File: src/rtl/spi_pd_pkg.sv
package spi_pd_pkg;

  localparam logic [7:0] OP_READ    = 8'h03;
  localparam logic [7:0] OP_STATUS  = 8'h05;
  localparam logic [7:0] OP_WREN    = 8'h06;
  localparam logic [7:0] OP_IDENT   = 8'h9F;
  localparam logic [7:0] OP_SLEEP   = 8'hB9;
  localparam logic [7:0] OP_WAKE    = 8'hAB;

  typedef enum logic [1:0] {
    PWR_NORMAL, PWR_ENTERING, PWR_DOWN, PWR_RELEASING
  } pwrT;

  typedef enum logic [2:0] {
    CMD_NONE, CMD_IGN, CMD_STAT, CMD_ID, CMD_READ, CMD_WREN, CMD_PDN, CMD_REL
  } cmdT;

  typedef enum logic [1:0] {
    SRC_STAT, SRC_ID, SRC_MEM
  } srcT;

  // strobes from control to datapath
  typedef struct packed {
    logic       rxShift;
    logic       txLoad;
    logic       txShift;
    srcT        src;
    logic [1:0] idIdx;
    logic       addrLatch;
    logic       welSet;
    logic       busy;
  } strobeT;

endpackage

File: src/rtl/spi_pd_ctrl.sv
module spi_pd_ctrl
  import spi_pd_pkg::*;
#(
  parameter int T_DP  = 100,
  parameter int T_RES = 150
) (
  input  logic       clk,
  input  logic       rstN,
  input  logic       csN,
  input  logic       sclk,
  input  logic [7:0] rxNext,
  output strobeT     stb,
  output pwrT        pwrState,
  output logic       misoOe
);

  localparam int TMAX = (T_DP > T_RES) ? T_DP : T_RES;
  localparam int TW   = $clog2(TMAX + 1);

  logic          sclkQ, csQ;
  logic [2:0]    bitCnt, byteCnt;
  cmdT           cmd;
  pwrT           pwr;
  logic [TW-1:0] timer;
  logic          resp;
  logic          want;
  srcT           src;
  logic [1:0]    idIdx;

  wire sclkRise   = sclk & ~sclkQ & ~csN;
  wire sclkFall   = ~sclk & sclkQ & ~csN;
  wire csRise     = csN & ~csQ;
  wire byteDone   = sclkRise && (bitCnt == 3'd7);
  wire onBoundary = (bitCnt == 3'd0) && (byteCnt == 3'd1);
  wire outSlot    = sclkFall && (bitCnt == 3'd0) && (byteCnt != 3'd0);

  function automatic cmdT decodeOp(input logic [7:0] op, input pwrT p);
    cmdT c;
    c = CMD_IGN;
    if (p == PWR_NORMAL || p == PWR_ENTERING) begin
      case (op)
        OP_READ:   c = CMD_READ;
        OP_STATUS: c = CMD_STAT;
        OP_WREN:   c = CMD_WREN;
        OP_IDENT:  c = CMD_ID;
        OP_SLEEP:  c = CMD_PDN;
        default:   c = CMD_IGN;
      endcase
    end else if (p == PWR_DOWN && op == OP_WAKE) begin
      c = CMD_REL;
    end
    return c;
  endfunction

  // choose the next response byte at a byte boundary
  always_comb begin
    want  = 1'b0;
    src   = SRC_STAT;
    idIdx = 2'd0;
    if (outSlot) begin
      case (cmd)
        CMD_STAT: want = 1'b1;
        CMD_ID: begin
          src   = SRC_ID;
          idIdx = 2'(byteCnt - 3'd1);
          want  = (byteCnt <= 3'd3);
        end
        CMD_READ: begin
          src  = SRC_MEM;
          want = (byteCnt == 3'd4);
        end
        default: want = 1'b0;
      endcase
    end
  end

  always_comb begin
    stb.rxShift   = sclkRise;
    stb.txLoad    = want;
    stb.txShift   = sclkFall && (bitCnt != 3'd0) && resp;
    stb.src       = src;
    stb.idIdx     = idIdx;
    stb.addrLatch = byteDone && (cmd == CMD_READ) && (byteCnt == 3'd3);
    stb.welSet    = csRise && onBoundary && (cmd == CMD_WREN);
    stb.busy      = (pwr == PWR_ENTERING) || (pwr == PWR_RELEASING);
  end

  always_ff @(posedge clk or negedge rstN) begin
    if (!rstN) begin
      sclkQ   <= 1'b0;
      csQ     <= 1'b1;
      bitCnt  <= '0;
      byteCnt <= '0;
      cmd     <= CMD_NONE;
      pwr     <= PWR_NORMAL;
      timer   <= '0;
      resp    <= 1'b0;
    end else begin
      sclkQ <= sclk;
      csQ   <= csN;

      if (csN) begin
        bitCnt  <= '0;
        byteCnt <= '0;
        cmd     <= CMD_NONE;
        resp    <= 1'b0;
      end else begin
        if (sclkRise) begin
          bitCnt <= bitCnt + 3'd1;
          if (bitCnt == 3'd7 && byteCnt != 3'd4) byteCnt <= byteCnt + 3'd1;
          if (bitCnt == 3'd7 && byteCnt == 3'd0) cmd <= decodeOp(rxNext, pwr);
        end
        if (outSlot) resp <= want;
      end

      // commit on a clean byte boundary
      if (csRise && onBoundary) begin
        if (cmd == CMD_PDN && pwr == PWR_NORMAL) begin
          pwr   <= PWR_ENTERING;
          timer <= TW'(T_DP - 1);
        end else if (cmd == CMD_REL && pwr == PWR_DOWN) begin
          pwr   <= PWR_RELEASING;
          timer <= TW'(T_RES - 1);
        end
      end

      case (pwr)
        PWR_ENTERING: begin
          if (timer == '0) begin
            pwr  <= PWR_DOWN;
            cmd  <= CMD_NONE;
            resp <= 1'b0;
          end else begin
            timer <= timer - 1'b1;
          end
        end
        PWR_RELEASING: begin
          if (timer == '0) pwr <= PWR_NORMAL;
          else             timer <= timer - 1'b1;
        end
        default: ;
      endcase
    end
  end

  assign pwrState = pwr;
  assign misoOe   = resp;

endmodule

File: src/rtl/spi_pd_datapath.sv
module spi_pd_datapath
  import spi_pd_pkg::*;
#(
  parameter int          ADDR_BITS = 8,
  parameter logic [23:0] ID_CODE   = 24'h3A6108
) (
  input  logic       clk,
  input  logic       rstN,
  input  logic       mosi,
  input  strobeT     stb,
  output logic [7:0] rxNext,
  output logic       txBit
);

  logic [7:0]           rxReg;
  logic [ADDR_BITS-1:0] addrSh;
  logic [ADDR_BITS-1:0] addrPtr;
  logic [7:0]           txReg;
  logic                 wel;
  logic [7:0]           loadByte;
  logic [7:0]           idBytes [3];

  // identification bytes, first one sent is the top byte of ID_CODE
  for (genvar g = 0; g < 3; g++) begin : g_id
    assign idBytes[g] = ID_CODE[8*(2-g) +: 8];
  end

  function automatic logic [7:0] memByte(input logic [ADDR_BITS-1:0] a);
    return 8'(32'(a) * 32'd13 + 32'h5A);
  endfunction

  assign rxNext = {rxReg[6:0], mosi};

  always_comb begin
    case (stb.src)
      SRC_ID:  loadByte = (stb.idIdx == 2'd3) ? 8'h00 : idBytes[stb.idIdx];
      SRC_MEM: loadByte = memByte(addrPtr);
      default: loadByte = {6'b0, wel, stb.busy};
    endcase
  end

  always_ff @(posedge clk or negedge rstN) begin
    if (!rstN) begin
      rxReg   <= '0;
      addrSh  <= '0;
      addrPtr <= '0;
      txReg   <= '0;
      wel     <= 1'b0;
    end else begin
      if (stb.rxShift) begin
        rxReg  <= rxNext;
        addrSh <= {addrSh[ADDR_BITS-2:0], mosi};
      end
      if (stb.addrLatch) addrPtr <= {addrSh[ADDR_BITS-2:0], mosi};
      if (stb.welSet) wel <= 1'b1;
      if (stb.txLoad) begin
        txReg <= loadByte;
        if (stb.src == SRC_MEM) addrPtr <= addrPtr + 1'b1;
      end else if (stb.txShift) begin
        txReg <= {txReg[6:0], 1'b0};
      end
    end
  end

  assign txBit = txReg[7];

endmodule

File: src/rtl/spi_pd_flash.sv
module spi_pd_flash
  import spi_pd_pkg::*;
#(
  parameter int          ADDR_BITS = 8,
  parameter int          T_DP      = 100,
  parameter int          T_RES     = 150,
  parameter logic [23:0] ID_CODE   = 24'h3A6108
) (
  input  logic clk,
  input  logic rstN,
  input  logic csN,
  input  logic sclk,
  input  logic mosi,
  output logic miso,
  output logic misoOe
);

  strobeT     stb;
  pwrT        pwrState;
  logic [7:0] rxNext;
  logic       txBit;

  spi_pd_ctrl #(.T_DP(T_DP), .T_RES(T_RES)) uCtrl (
    .clk(clk), .rstN(rstN), .csN(csN), .sclk(sclk), .rxNext(rxNext),
    .stb(stb), .pwrState(pwrState), .misoOe(misoOe)
  );

  spi_pd_datapath #(.ADDR_BITS(ADDR_BITS), .ID_CODE(ID_CODE)) uDp (
    .clk(clk), .rstN(rstN), .mosi(mosi), .stb(stb),
    .rxNext(rxNext), .txBit(txBit)
  );

  assign miso = misoOe ? txBit : 1'b0;

endmodule

File: config.mk
export PLATFORM = sky130hd
export DESIGN_NAME = spi_pd_flash
export DESIGN_NICKNAME = d
export VERILOG_FILES = /design/src/rtl/spi_pd_pkg.sv /design/src/rtl/spi_pd_ctrl.sv /design/src/rtl/spi_pd_datapath.sv /design/src/rtl/spi_pd_flash.sv
export SDC_FILE = /design/constraint.sdc
export NUM_CORES = 1
export LEC_CHECK = 0
export ABC_AREA = 1
export BUFFER_PORTS_ARGS = -buffer_cell sky130_fd_sc_hd__buf_2
export CAP_MARGIN = 10
export CORE_ASPECT_RATIO = 0.8
export CORE_MARGIN = 2
export CORE_UTILIZATION = 30
export CTS_CLUSTER_SIZE = 10
export DETAILED_ROUTE_END_ITERATION = 7
export PLACE_DENSITY_LB_ADDON = 0.05
export SLEW_MARGIN = 20
export SYNTH_ARGS = -nofsm -noshare
export SYNTH_HDL_FRONTEND = slang
export SYNTH_SLANG_ARGS = --single-unit
File: constraint.sdc
create_clock -name clk -period 4.6 [get_ports clk]
set_clock_uncertainty 0.05 [all_clocks]
set_input_delay 0.46 -clock clk [delete_from_list [all_inputs] [get_ports clk]]
set_output_delay 0.46 -clock clk [all_outputs]
set_load 0.02 [all_outputs]
==> run_summary.xml <==
<?xml version="1.0" encoding="UTF-8"?>
<metrics>
  <group name="outcome">
    <metric name="status" unit="">finished clean</metric>
  </group>
  <group name="clocking">
    <metric name="cts-resized-gates" unit="">0</metric>
    <metric name="tritoncts" unit="">yes</metric>
    <metric name="cts.hold.buffers_added" unit="">0</metric>
    <metric name="clockBufferDepth" unit="">2</metric>
    <metric name="cts_post_setup_buffers_inserted" unit="">0</metric>
    <metric name="cts_sinks" unit="">46</metric>
    <metric name="ctsRootBufferMaster" unit="">sky130_fd_sc_hd__clkbuf_16</metric>
    <metric name="htree_depth" unit="">2</metric>
    <metric name="cts_buffers" unit="">5</metric>
    <metric name="cts.clk_slew.worst_paths" unit="ns">0.07</metric>
    <metric name="worstSkewPairLatency" unit="ns">0.29</metric>
  </group>
  <group name="floorplan">
    <metric name="initial_utilization" unit="">0.307</metric>
    <metric name="rows" unit="">34</metric>
    <metric name="die_width" unit="µm">122</metric>
    <metric name="die_height" unit="µm">98.3</metric>
    <metric name="floorplan.core_area" unit="µm²">10800</metric>
    <metric name="floorplan.io_pins" unit="">7</metric>
    <metric name="fp.dieArea" unit="µm²">12000</metric>
  </group>
  <group name="sta">
    <metric name="worst_slack" unit="ns">1.75</metric>
    <metric name="setup_viol" unit="">0</metric>
    <metric name="report.final.slew_viol_count" unit="">0</metric>
    <metric name="slew_headroom" unit="">0.477</metric>
    <metric name="actual_transition_at_the_worst_max_transition_pin" unit="ns">0.781</metric>
    <metric name="hold_viol_final" unit="">0</metric>
    <metric name="timing.fmax" unit="GHz">0.351</metric>
    <metric name="final.min_clock_period" unit="ns">2.85</metric>
    <metric name="rsz_0062_raised_after_global_routing" unit="">false</metric>
    <metric name="finalSetupTns" unit="ns">0</metric>
    <metric name="final.period_utilization" unit="">0.620</metric>
  </group>
  <group name="grt">
    <metric name="global_route_wire_length_before_repair" unit="µm">13600</metric>
    <metric name="grt_pass1_vias" unit="">2707</metric>
    <metric name="pin_count_of_the_biggest_net_entering_global_routing" unit="">47</metric>
    <metric name="grt.total_usage" unit="">0.144</metric>
    <metric name="grt_remaining_overflow" unit="">0</metric>
    <metric name="grt_antenna_before_repair" unit="">0</metric>
  </group>
  <group name="hold_path">
    <metric name="hold_path_class" unit="">in2async</metric>
  </group>
  <group name="cells_and_area">
    <metric name="antenna_cells" unit="">0</metric>
    <metric name="drive_above_1_share" unit="">0.0759</metric>
    <metric name="syn2layout_area_growth" unit="%">10.9</metric>
    <metric name="nets" unit="">510</metric>
  </group>
  <group name="placement">
    <metric name="dp_slack" unit="ns">1.74</metric>
    <metric name="dp_hpwl" unit="µm">6210</metric>
    <metric name="portBuffers" unit="">6</metric>
    <metric name="place.gp.congestion" unit="">0.801</metric>
  </group>
  <group name="routing">
    <metric name="antenna_left" unit="">0</metric>
    <metric name="drt_first_iter_violations" unit="">157</metric>
    <metric name="detailroute.wirelength.met2" unit="µm">3060</metric>
    <metric name="detailroute.wirelength.met3" unit="µm">186</metric>
    <metric name="firstDrtPassIters" unit="">5</metric>
    <metric name="maxUsedRoutingLayer" unit="">met4</metric>
    <metric name="wl" unit="µm">7930</metric>
    <metric name="num_vias" unit="">2789</metric>
    <metric name="detail_route.vias_per_cell" unit="">4.51</metric>
    <metric name="routedLengthMet1" unit="µm">4640</metric>
    <metric name="routedWlPerCell" unit="µm">12.8</metric>
    <metric name="route.detailed.drc" unit="">0</metric>
  </group>
  <group name="setup_path">
    <metric name="worst_path_max_delay_cell" unit="">sky130_fd_sc_hd__fa_1</metric>
    <metric name="cpLargestDelayFamily" unit="">adder cells</metric>
    <metric name="worst-endpoint-required" unit="ns">4.77</metric>
    <metric name="slowest_delay" unit="ns">0.48</metric>
    <metric name="cp.arrival" unit="ns">3.02</metric>
    <metric name="critical_path.startpoint_type" unit="">register</metric>
    <metric name="cp_dominant_cell_by_count" unit="">sky130_fd_sc_hd__nand3_1</metric>
    <metric name="endpoint_kind" unit="">register</metric>
    <metric name="critPathKind" unit="">reg2reg</metric>
    <metric name="critical_path.cell_chain" unit="">ha_1, inv_1, fa_1, fa_1, inv_1, ha_1, nand3_1, nand3_1, nor2_1, nand3_1, nand2_1, nand2_1, a21oi_1</metric>
    <metric name="critical_path_peak_fanout" unit="">6</metric>
    <metric name="worst-path-buf-inv" unit="">2</metric>
  </group>
  <group name="power_and_ir_drop">
    <metric name="power.ir.vdd_worst" unit="V">0.000128</metric>
    <metric name="power.static_leakage" unit="nW">1.88</metric>
    <metric name="p_switching" unit="mW">0.213</metric>
    <metric name="switching_share_of_power" unit="">0.232</metric>
    <metric name="pwr-share-comb" unit="">0.065</metric>
    <metric name="power.share.sequential" unit="">0.470</metric>
    <metric name="clock_power_share" unit="">0.465</metric>
    <metric name="internal_power" unit="mW">0.706</metric>
    <metric name="power_density_of_the_placed_cells" unit="nW/µm²">249</metric>
  </group>
  <group name="logic_synthesis">
    <metric name="synth-seq-area-share" unit="">0.346</metric>
    <metric name="synth_top_area_frac" unit="">0.338</metric>
    <metric name="syn-instance-count" unit="">462</metric>
    <metric name="synth_async_sr_flop_share" unit="">1.00</metric>
    <metric name="synthesis.area_per_instance" unit="µm²">7.21</metric>
    <metric name="syn_area" unit="µm²">3330</metric>
    <metric name="synth_warn" unit="">0</metric>
    <metric name="ys_seq_elements" unit="">46</metric>
    <metric name="synth_edf_count" unit="">0</metric>
    <metric name="yosys_most_used_dff" unit="">sky130_fd_sc_hd__dfrtp_1</metric>
    <metric name="synthDominantAreaCellType" unit="">sky130_fd_sc_hd__dfrtp_1</metric>
    <metric name="main_area_contributors_after_synthesis" unit="">sky130_fd_sc_hd__dfrtp_1 (34%), sky130_fd_sc_hd__nand2_1 (15%), sky130_fd_sc_hd__ha_1 (11%)</metric>
    <metric name="synth.lib_cells_used.distinct" unit="">31</metric>
    <metric name="synth.net_count" unit="">499</metric>
  </group>
  <group name="flow_run">
    <metric name="cap_viol_max_count" unit="">0</metric>
  </group>
</metrics>
cell type report:
class	instances	area, µm²
Tap cell	144	180
Fill cell	1207	7150
Inverter	77	289
Multi-Input combinational cell	336	1860
Sequential cell	46	1150
Clock buffer	7	143
Clock inverter	1	30.0
Timing Repair Buffer	7	37.5
flip-flops by register name, summed over array words and instances, names as in the netlist, 2 cells and up:
register and count:
uCtrl.cmd 3, uCtrl.pwrState 2, uCtrl.bitCnt 3, uCtrl.byteCnt 3
uCtrl.timer 8, uDp.txReg 8, uDp.addrPtr 8, uDp.addrSh 7
placed cells by master (no fill, tap or decap), types with 2 or more instances in the layout:
master and count:
sky130_fd_sc_hd__inv_2 4, sky130_fd_sc_hd__o21ai_0 34, sky130_fd_sc_hd__nand3_2 2, sky130_fd_sc_hd__ha_1 29, sky130_fd_sc_hd__nand4_1 9, sky130_fd_sc_hd__nand2_1 133, sky130_fd_sc_hd__a21oi_1 17, sky130_fd_sc_hd__o21ai_2 6
sky130_fd_sc_hd__nor2_1 37, sky130_fd_sc_hd__nand3b_1 3, sky130_fd_sc_hd__clkbuf_16 5, sky130_fd_sc_hd__nand3_1 28, sky130_fd_sc_hd__nor2_4 2, sky130_fd_sc_hd__dfrtp_1 45, sky130_fd_sc_hd__xor2_1 7, sky130_fd_sc_hd__o21ai_1 2
sky130_fd_sc_hd__inv_1 73, sky130_fd_sc_hd__xnor2_1 2, sky130_fd_sc_hd__nor2_2 3, sky130_fd_sc_hd__nor3_1 10, sky130_fd_sc_hd__buf_2 6, sky130_fd_sc_hd__fa_1 3, sky130_fd_sc_hd__a32oi_1 2
synthesized netlist by cell type (2+ instances only):
library cell                 n
sky130_fd_sc_hd__a21oi_1    17
sky130_fd_sc_hd__a32oi_1     2
sky130_fd_sc_hd__buf_6       2
sky130_fd_sc_hd__dfrtp_1    45
sky130_fd_sc_hd__fa_1        3
sky130_fd_sc_hd__ha_1       29
sky130_fd_sc_hd__inv_1      73
sky130_fd_sc_hd__inv_2       4
sky130_fd_sc_hd__nand2_1   133
sky130_fd_sc_hd__nand3_1    28
sky130_fd_sc_hd__nand3_2     2
sky130_fd_sc_hd__nand3b_1    3
sky130_fd_sc_hd__nand4_1     9
sky130_fd_sc_hd__nor2_1     37
sky130_fd_sc_hd__nor2_2      3
sky130_fd_sc_hd__nor2_4      2
sky130_fd_sc_hd__nor3_1     10
sky130_fd_sc_hd__o21ai_0    34
sky130_fd_sc_hd__o21ai_1     2
sky130_fd_sc_hd__o21ai_2     6
sky130_fd_sc_hd__xnor2_1     2
sky130_fd_sc_hd__xor2_1      7
logic make-up after synthesis:
| group | count (synthesis) | share of synthesized area |
|---|---|---|
| compound gates | 64 | 0.108 |
| simple gates | 230 | 0.298 |
| fa+ha+maj | 32 | 0.127 |
| mux | 1 | 0.00300 |
| xor+xnor | 9 | 0.0237 |
| flops | 46 | 0.346 |
| buf+inv | 80 | 0.0946 |
routing by layer:
layer	global-route usage	vias up
met2	0.202	28
met4	0.0239	0
met3	0.0263	4
met5	0	-
met1	0.230	1265
li1	-	1492
worst reg2reg max path, delay by kind of cell, from the launching register on:
kind	cells	cell delay, ns
AND/OR/NAND/NOR	6	0.52
flip-flops	1	0.45
buffers and inverters	2	0.09
adder cells (fa/ha/maj)	4	1.54
AO/OA/AOI/OAI	1	0.12
power by group through the flow:
stage | Sequential (mW) | Combinational, mW | Clock, mW
4_1_cts | 0.431 | 0.0621 | 0.442
6_report | 0.432 | 0.0597 | 0.428
3_5_place_dp | 0.439 | 0.0614 | 0
2_1_floorplan | 0.436 | 0.0354 | 0
5_1_grt | 0.433 | 0.0699 | 0.462
3_3_place_gp | 0.440 | 0.0625 | 0
path summary, 6_finish.rpt:
kind / cells after the start / end / start / slack, ns
max: 13 / uDp.txReg[7] / uDp.addrPtr[2] / 1.75
min: 2 / uDp.txReg[6] / rstN / 0.23
max reg2reg: 13 / uDp.txReg[7] / uDp.addrPtr[2] / 1.75
min reg2reg: 2 / uDp.wel / uDp.wel / 0.43
max in group asynchronous: 2 / uCtrl.cmd[1] / rstN / 3.84
min in group clk: 1 / uCtrl.sclkQ / sclk / 0.24
through the flow:
stage	util	cell area, µm²	hold slack, ns	std cells	power (mW)
global placement	0.325	3520	0.410	610	0.502
global route	0.341	3700	0.229	618	0.965
CTS	0.341	3700	0.235	618	0.935
floorplan	-	3330	0.114	462	0.471
finish	0.341	3700	0.227	618	0.919
detailed placement	0.325	3520	0.418	610	0.501
No activity file was read; power rests on OpenSTA's default activity.
